File: config.mk
export PLATFORM = sky130hd
export DESIGN_NAME = irq_group_ctrl
export DESIGN_NICKNAME = d
export VERILOG_FILES = /design/src/rtl/irqg_pkg.sv /design/src/rtl/irqg_pend_reg.sv /design/src/rtl/irqg_ena_reg.sv /design/src/rtl/irqg_line_out.sv /design/src/rtl/irq_group_ctrl.sv
export SDC_FILE = /design/constraint.sdc
export NUM_CORES = 1
export LEC_CHECK = 0
export ABC_CLOCK_PERIOD_IN_PS = 900
export BUFFER_PORTS_ARGS = -buffer_cell sky130_fd_sc_hd__buf_2
export CORE_MARGIN = 4
export CORE_UTILIZATION = 48
export CTS_BUF_LIST = sky130_fd_sc_hd__clkbuf_4 sky130_fd_sc_hd__clkbuf_8
export DETAILED_ROUTE_END_ITERATION = 8
export HOLD_SLACK_MARGIN = 0.03
export MAX_ROUTING_LAYER = met4
export PLACE_DENSITY = 0.82
export SLEW_MARGIN = 20
export SYNTH_ARGS = -nofsm -noshare
export SYNTH_HDL_FRONTEND = slang
export SYNTH_HIERARCHICAL = 1
export SYNTH_SLANG_ARGS = --single-unit
File: constraint.sdc
create_clock -name clk -period 0.9 [get_ports clk]
set_clock_uncertainty 0.05 [all_clocks]
set_input_delay 0.18 -clock clk [delete_from_list [all_inputs] [get_ports clk]]
set_output_delay 0.18 -clock clk [all_outputs]
set_load 0.1 [all_outputs]
File: src/rtl/irqg_pkg.sv
package irqg_pkg;

   // number of grouped interrupt lines
   localparam int unsigned IRQG_N_GRP = 3;

   // order of the lines inside the grouped vectors
   typedef enum int unsigned {
      IRQG_TX  = 0,
      IRQG_RX  = 1,
      IRQG_ERR = 2
   } irqg_line_e;

   // register select encoding shared by read and write ports
   typedef enum logic {
      IRQG_SEL_PEND = 1'b0,
      IRQG_SEL_ENA  = 1'b1
   } irqg_sel_e;

endpackage

File: src/rtl/irqg_pend_reg.sv
module irqg_pend_reg #(
   parameter int unsigned W = 32
) (
   input  logic         clk,
   input  logic         rst_n,
   input  logic         clr_en,
   input  logic [W-1:0] clr_bits,
   input  logic [W-1:0] set_bits,
   output logic [W-1:0] pend_q
);

   logic [W-1:0] after_clr;

   // software clear first, hardware set on top so a set is never lost
   always_comb begin
      after_clr = pend_q;
      if (clr_en) begin
         after_clr = pend_q & ~clr_bits;
      end
   end

   always_ff @(posedge clk) begin
      if (!rst_n) begin
         pend_q <= '0;
      end else begin
         pend_q <= after_clr | set_bits;
      end
   end

   // every strobed bit is pending one cycle later, even under a clear
   AST_SET_LANDS: assert property (@(posedge clk) disable iff (!rst_n)
      $past(rst_n) |-> ((pend_q & $past(set_bits)) == $past(set_bits)));

   // a bit rises only through a strobe
   AST_NO_SPONT_SET: assert property (@(posedge clk) disable iff (!rst_n)
      $past(rst_n) |-> ((pend_q & ~$past(pend_q) & ~$past(set_bits)) == '0));

   // with no write, no bit falls
   AST_HOLD_NO_CLR: assert property (@(posedge clk) disable iff (!rst_n)
      ($past(rst_n) && !$past(clr_en)) |-> (($past(pend_q) & ~pend_q) == '0));

   // a bit falls only where a one was written
   AST_CLR_ONLY_ONES: assert property (@(posedge clk) disable iff (!rst_n)
      ($past(rst_n) && $past(clr_en)) |-> (($past(pend_q) & ~pend_q & ~$past(clr_bits)) == '0));

endmodule

File: src/rtl/irqg_ena_reg.sv
module irqg_ena_reg #(
   parameter int unsigned W = 32
) (
   input  logic         clk,
   input  logic         rst_n,
   input  logic         ld_en,
   input  logic [W-1:0] ld_data,
   output logic [W-1:0] ena_q
);

   always_ff @(posedge clk) begin
      if (!rst_n) begin
         ena_q <= '0;
      end else if (ld_en) begin
         ena_q <= ld_data;
      end
   end

   AST_ENA_HOLD: assert property (@(posedge clk) disable iff (!rst_n)
      ($past(rst_n) && !$past(ld_en)) |-> $stable(ena_q));

   AST_ENA_LOAD: assert property (@(posedge clk) disable iff (!rst_n)
      ($past(rst_n) && $past(ld_en)) |-> (ena_q == $past(ld_data)));

endmodule

File: src/rtl/irqg_line_out.sv
module irqg_line_out #(
   parameter int unsigned   W   = 32,
   parameter logic [W-1:0]  GRP = '0
) (
   input  logic         clk,
   input  logic         rst_n,
   input  logic [W-1:0] active,
   output logic         irq_q
);

   logic hit;

   generate
      if (GRP == '0) begin : g_empty
         // a group with no members never fires
         assign hit = 1'b0;
      end else begin : g_or
         assign hit = |(active & GRP);
      end
   endgenerate

   always_ff @(posedge clk) begin
      if (!rst_n) begin
         irq_q <= 1'b0;
      end else begin
         irq_q <= hit;
      end
   end

   // the line rises only one cycle after a qualified member bit
   AST_LINE_HAS_CAUSE: assert property (@(posedge clk) disable iff (!rst_n)
      irq_q |-> ($past(rst_n) && (($past(active) & GRP) != '0)));

   // a qualified member bit always shows on the line one cycle later
   AST_LINE_NOT_MISSED: assert property (@(posedge clk) disable iff (!rst_n)
      (($past(rst_n)) && (($past(active) & GRP) != '0)) |-> irq_q);

endmodule

File: src/rtl/irq_group_ctrl.sv
module irq_group_ctrl
   import irqg_pkg::*;
#(
   parameter int unsigned  W       = 32,
   parameter logic [W-1:0] TX_GRP  = 32'h0000_00FF,
   parameter logic [W-1:0] RX_GRP  = 32'h0000_FF00,
   parameter logic [W-1:0] ERR_GRP = 32'h00FF_0000
) (
   input  logic         clk,
   input  logic         rst_n,
   input  logic         reg_wr,
   input  logic         reg_sel,
   input  logic [W-1:0] wr_data,
   input  logic         rd_sel,
   output logic [W-1:0] rd_data,
   input  logic [W-1:0] ev_set,
   output logic         irq_tx,
   output logic         irq_rx,
   output logic         irq_err
);

   localparam logic [IRQG_N_GRP-1:0][W-1:0] GRPS = {ERR_GRP, RX_GRP, TX_GRP};

   // elaboration-time parameter checks
   generate
      if (W < 1) begin : g_bad_width
         $error("irq_group_ctrl: W must be at least 1");
      end
      if (((TX_GRP & RX_GRP) | (TX_GRP & ERR_GRP) | (RX_GRP & ERR_GRP)) != '0) begin : g_bad_grp
         $error("irq_group_ctrl: interrupt groups overlap");
      end
   endgenerate

   logic [W-1:0]          pend_q;
   logic [W-1:0]          ena_q;
   logic [W-1:0]          active;
   logic [IRQG_N_GRP-1:0] irq_vec;
   logic                  wr_pend;
   logic                  wr_ena;

   assign wr_pend = reg_wr && (irqg_sel_e'(reg_sel) == IRQG_SEL_PEND);
   assign wr_ena  = reg_wr && (irqg_sel_e'(reg_sel) == IRQG_SEL_ENA);

   irqg_pend_reg #(.W(W)) u_pend (
      .clk      (clk),
      .rst_n    (rst_n),
      .clr_en   (wr_pend),
      .clr_bits (wr_data),
      .set_bits (ev_set),
      .pend_q   (pend_q)
   );

   irqg_ena_reg #(.W(W)) u_ena (
      .clk     (clk),
      .rst_n   (rst_n),
      .ld_en   (wr_ena),
      .ld_data (wr_data),
      .ena_q   (ena_q)
   );

   assign active = pend_q & ena_q;

   generate
      for (genvar g = 0; g < IRQG_N_GRP; g++) begin : g_line
         irqg_line_out #(.W(W), .GRP(GRPS[g])) u_line (
            .clk    (clk),
            .rst_n  (rst_n),
            .active (active),
            .irq_q  (irq_vec[g])
         );
      end
   endgenerate

   assign irq_tx  = irq_vec[IRQG_TX];
   assign irq_rx  = irq_vec[IRQG_RX];
   assign irq_err = irq_vec[IRQG_ERR];

   assign rd_data = (irqg_sel_e'(rd_sel) == IRQG_SEL_ENA) ? ena_q : pend_q;

   // clearing flags never disturbs the enables
   AST_PEND_WR_KEEPS_ENA: assert property (@(posedge clk) disable iff (!rst_n)
      ($past(rst_n) && $past(wr_pend)) |-> $stable(ena_q));

   // a disabled flag never drives a line on its own
   AST_NO_LINE_WHEN_OFF: assert property (@(posedge clk) disable iff (!rst_n)
      ($past(rst_n) && ($past(ena_q) == '0)) |-> (irq_vec == '0));

endmodule

==> Word-level counts from Yosys, hierarchy flattened <==
Index checks and enable logic that the tools add are counted.
{ "word_totals": {"inputBits": 69, "output_inout_bits": 35, "reg_bits": 67} }
{ "classes": {"n_reduce_logical": 5, "bitwise_logic": 5, "mux": 2} }
{ "op_table": {"columns": ["cell", "count"], "rows": [
  ["$mux 32", 2],
  ["$and 32x32->32", 1],
  ["$not 32->32", 1],
  ["$or 32x32->32", 1],
  ["$and 24x24->24", 1],
  ["$reduce_or 8->1", 3],
  ["$logic_and 1x1->1", 2],
  ["$not 1->1", 1]
]} }

==> Longest topological paths before layout <==
{ "logic_depth": {"ltp_word": 4, "depth_mapped": 5, "mapped_depth_nobuf": 3} }

==> By module <==
The synthesis kept the hierarchy.
{ "modules_own_cells": {"columns": ["mod", "cells_each", "area_per_inst_um2", "instances"], "rows": [
  ["irqg_ena_reg", 103, 1243.7, 1],
  ["irqg_pend_reg", 134, 1151.1, 1],
  ["irq_group_ctrl", 70, 757.0, 1],
  ["irqg_line_out", 4, 40.0, 3]
]} }

==> Worst setup path before layout <==
OpenSTA, ideal clock, no wires.
{ "synth_timing": {"path_type": "reg-to-output", "from": "register g_line[2].u_line.irq_q", "to": "output irq_err", "arrival_ns": 0.909, "stages_incl_launch_ff": 1, "n_path_buf": 0, "slack_ns": -0.239, "cell_sequence": "dfxtp_1"} }
{ "synth_rtl": {"columns": ["item", "line_no", "text"], "rows": [
  ["from (decl)", "irqg_line_out.sv:8", "output logic irq_q"],
  ["from (signal assigned)", "irqg_line_out.sv:26", "irq_q <= hit;"],
  ["to (decl)", "irq_group_ctrl.sv:19", "output logic irq_err"]
]} }
No word-level cell between the ends.

==> Worst setup path in the final report <==
{ "layout_timing": {"from": "register u_pend.pend_q[10]", "to": "output rd_data[10]"} }
{ "layout_via": {"elab_chain_cells": 1} }
{ "layout_rtl": {"columns": ["item", "line_no", "text"], "rows": [
  ["from (decl)", "irqg_pend_reg.sv:9", "output logic [W-1:0] pend_q"],
  ["from (signal assigned)", "irqg_pend_reg.sv:26", "pend_q <= after_clr | set_bits;"],
  ["$mux 32", "irq_group_ctrl.sv:78", "assign rd_data = (irqg_sel_e'(rd_sel) == IRQG_SEL_ENA) ? ena_q : pend_q;"],
  ["to (decl)", "irq_group_ctrl.sv:15", "output logic [W-1:0] rd_data,"]
]} }
No other way between the ends.

==> results.md <==
- Setup crit end kind: primary output
- Area of the die: a little over 8000 um^2
- Outcome: finished, violations left
- Final worst path period share: 150%
- Final worst setup slack: -0.454 ns
- Pleak: ~0.0024 uW
- Startpoint Class: register
- Setup TNS: -14.75 ns
- Worst-path clk slew: approximately 0.080 ns
- DR vias/cell: roughly 5.2
- PwrDens: about 1700 nW/um^2
- Arr. time, crit path: about 1.1 ns
- Worst vdd ir: around 1.1 mV
- Row Count: 29
- WHS: between 0.05 and 0.06 ns
- R2R Path End: g_line[0].u_line/irq_q
- Tmin final: ~1.4 ns
- DP Wirelength: between 5000 and 6000 um
- Fmax: between 700 and 800 MHz
- Crit-path slowest cell: dfxtp_2
- Largest delay share family, worst path: flip-flops
- Slew HR: 86.1%
- Congestion Overflow GR: 0
- Final setup fails: 38
- Hold Path Cell Cnt: 3
- First DRT Iteration DRCs: 80
- Clock tree buffer depth: 2
- Reg2Reg Setup Slack: -0.21 ns
- CP Buf/Inv Count: 1
- Syn_nets: 380
- DRT Pass-1 Iters: 5
- Hold Path Origin: ev_set[30]
- Max Cap Viol: 0
- Drt total wl: about 9200 um
- CP Cell Sequence: mux2_4 -> buf_12
- Required @ worst endpoint: about 0.67 ns
- DRC errors left: 0
- First-pass GRT wire length: 14,400 um
- Crit-path max cell delay: ~0.33 ns
- Io pins: 104
- Placer congestion estimate: slightly below 0.8
- Fillers: about 340
- Crit path kind: reg -> out
- Root Driver: clkbuf_8
- FF-to-FF Start: u_pend/pend_q[7]
- Yosys Warn Count: 6
- Fin. Hold Viols: 0
- CTS tree: built
- Final nets: between 500 and 600
- CTS buffer count: 9
- Worst Tran Pin Value: 0.206 ns
- Die Y: around 90 um
- Combined flip-flop and latch cell area: 1400 um^2
- Vias in the first global route: around 3.0k
- Post-DRT Antenna Nets: 0
- Diode count: 0
- Port buffer count: between 100 and 150
- Post-synthesis instance total: between 300 and 400
- Via count: 2,840
- Hold WC Path Type: in -> reg
- Initial antenna violation count: 0
- Die width: 89.9 um
- Initial core utilization: approximately 50%
- R2R depth: 4
- Violated checks: setup timing
- Core Footprint: ~6400 um^2
- Number of H-tree levels: 3
- Avg Synthesized Cell Area: around 10 um^2
- Dpl ws: -0.395 ns
- Hold Path Sink: u_pend/pend_q[30]
- Area grow syn2layout: 63.3%
- Overall Global Routing Usage: between 20% and 30%
- Pin count of the biggest net entering global routing: 36
- Final Max Tran Viols: 0
- Worst skew pair latency: roughly 0.32 ns
- Wire per inst: around 17 um
- Layout cells sized above 1: around half
- RSZ-0062 raised after global routing: true
- Multi-input gate area: around 1700 um^2
- Max FO, Critical Path: 2
- Clock sink total: between 60 and 70
- Mapped Area: approximately 3200 um^2
==> layout by cell type (no fill, tap or decap) <==
cell,n
buf_2,53
clkbuf_8,9
mux2_4,32
clkbuf_16,2
nor2b_2,1
nor4_4,4
and2_4,9
dlygate4sd3_1,32
buf_6,10
inv_1,32
clkinv_2,2
o21ai_1,2
a31oi_1,32
buf_12,41
nor2b_1,32
a21boi_1,3
dfxtp_1,21
o21ai_0,28
mux2i_1,32
dfxtp_2,46
buf_4,23
clkbuf_4,2
bufinv_16,2
and2_1,16
o21ai_2,2
clkinvlp_4,1
nor4_2,2
==> area by class of cell <==
type,instances,area share (%)
Clock buffer,11,2.64
Clock inverter,5,1.47
Inverter,32,2.28
Multi-Input combinational cell,195,32.1
Sequential cell,67,26.6
Tap cell,77,1.83
Timing Repair Buffer,161,33.1
==> sequential cells by signal, indices dropped and copies added (netlist names) <==
signal / flops
g_line.u_line/irq_q: 3
u_ena/ena_q: 32
u_pend/pend_q: 32
==> worst max path at each step <==
stage,cells past startpoint,endpoint,slack [ns],start
floorplan,3,rd_data[10],-0.20,rd_sel
global placement,4,rd_data[8],-0.38,rd_sel
detailed placement,4,rd_data[1],-0.40,rd_sel
CTS,2,rd_data[7],-0.46,u_pend/pend_q[7]
global route,2,rd_data[10],-0.48,u_pend/pend_q[10]
finish,2,rd_data[10],-0.45,u_pend/pend_q[10]
==> per-layer routing <==
metal / vias up / track usage, % / wire, um
met4: 0 / 11.4 / 314
met5: - / - / 0
met3: 29 / 4.09 / 396
met1: 1335 / 24.0 / 3720
li1: 1380 / - / -
met2: 96 / 40.2 / 4810
==> timing repair <==
action	4_1_cts	5_1_grt
resized for setup	46	35
endpoints found under the hold margin	32	0
setup endpoints to repair	38	55
cloned	0	2
hold buffers	32	0
pin swaps	10	14
buffers inserted	16	9
==> report_power, final <==
| group | total (uW) | leakage (uW) | internal (uW) | switching [uW] |
|---|---|---|---|---|
| Sequential | 3320 | 0.000568 | 3190 | 131 |
| Clock | 2710 | 0.000110 | 1610 | 1090 |
| Combinational | 2750 | 0.00172 | 1230 | 1520 |
| Total | 8780 | 0.00240 | 6030 | 2750 |
==> worst min-delay path: cells and delay by family <==
family,cells,cell delay [ns]
AO/OA/AOI/OAI,1,0.07
buffers and inverters,2,0.14
==> through the flow <==
| step | util [%] | cell area [um^2] | cells | total power (uW) |
|---|---|---|---|---|
| after floorplan | - | 3240 | 311 | 4900 |
| after global placement | 67.8 | 4360 | 487 | 5740 |
| after detailed placement | 67.8 | 4360 | 487 | 5790 |
| after CTS | 79.8 | 5120 | 551 | 8710 |
| after global routing | 81.9 | 5260 | 548 | 9090 |
| final | 81.9 | 5260 | 548 | 8780 |
(Power assumes the default switching activity.)
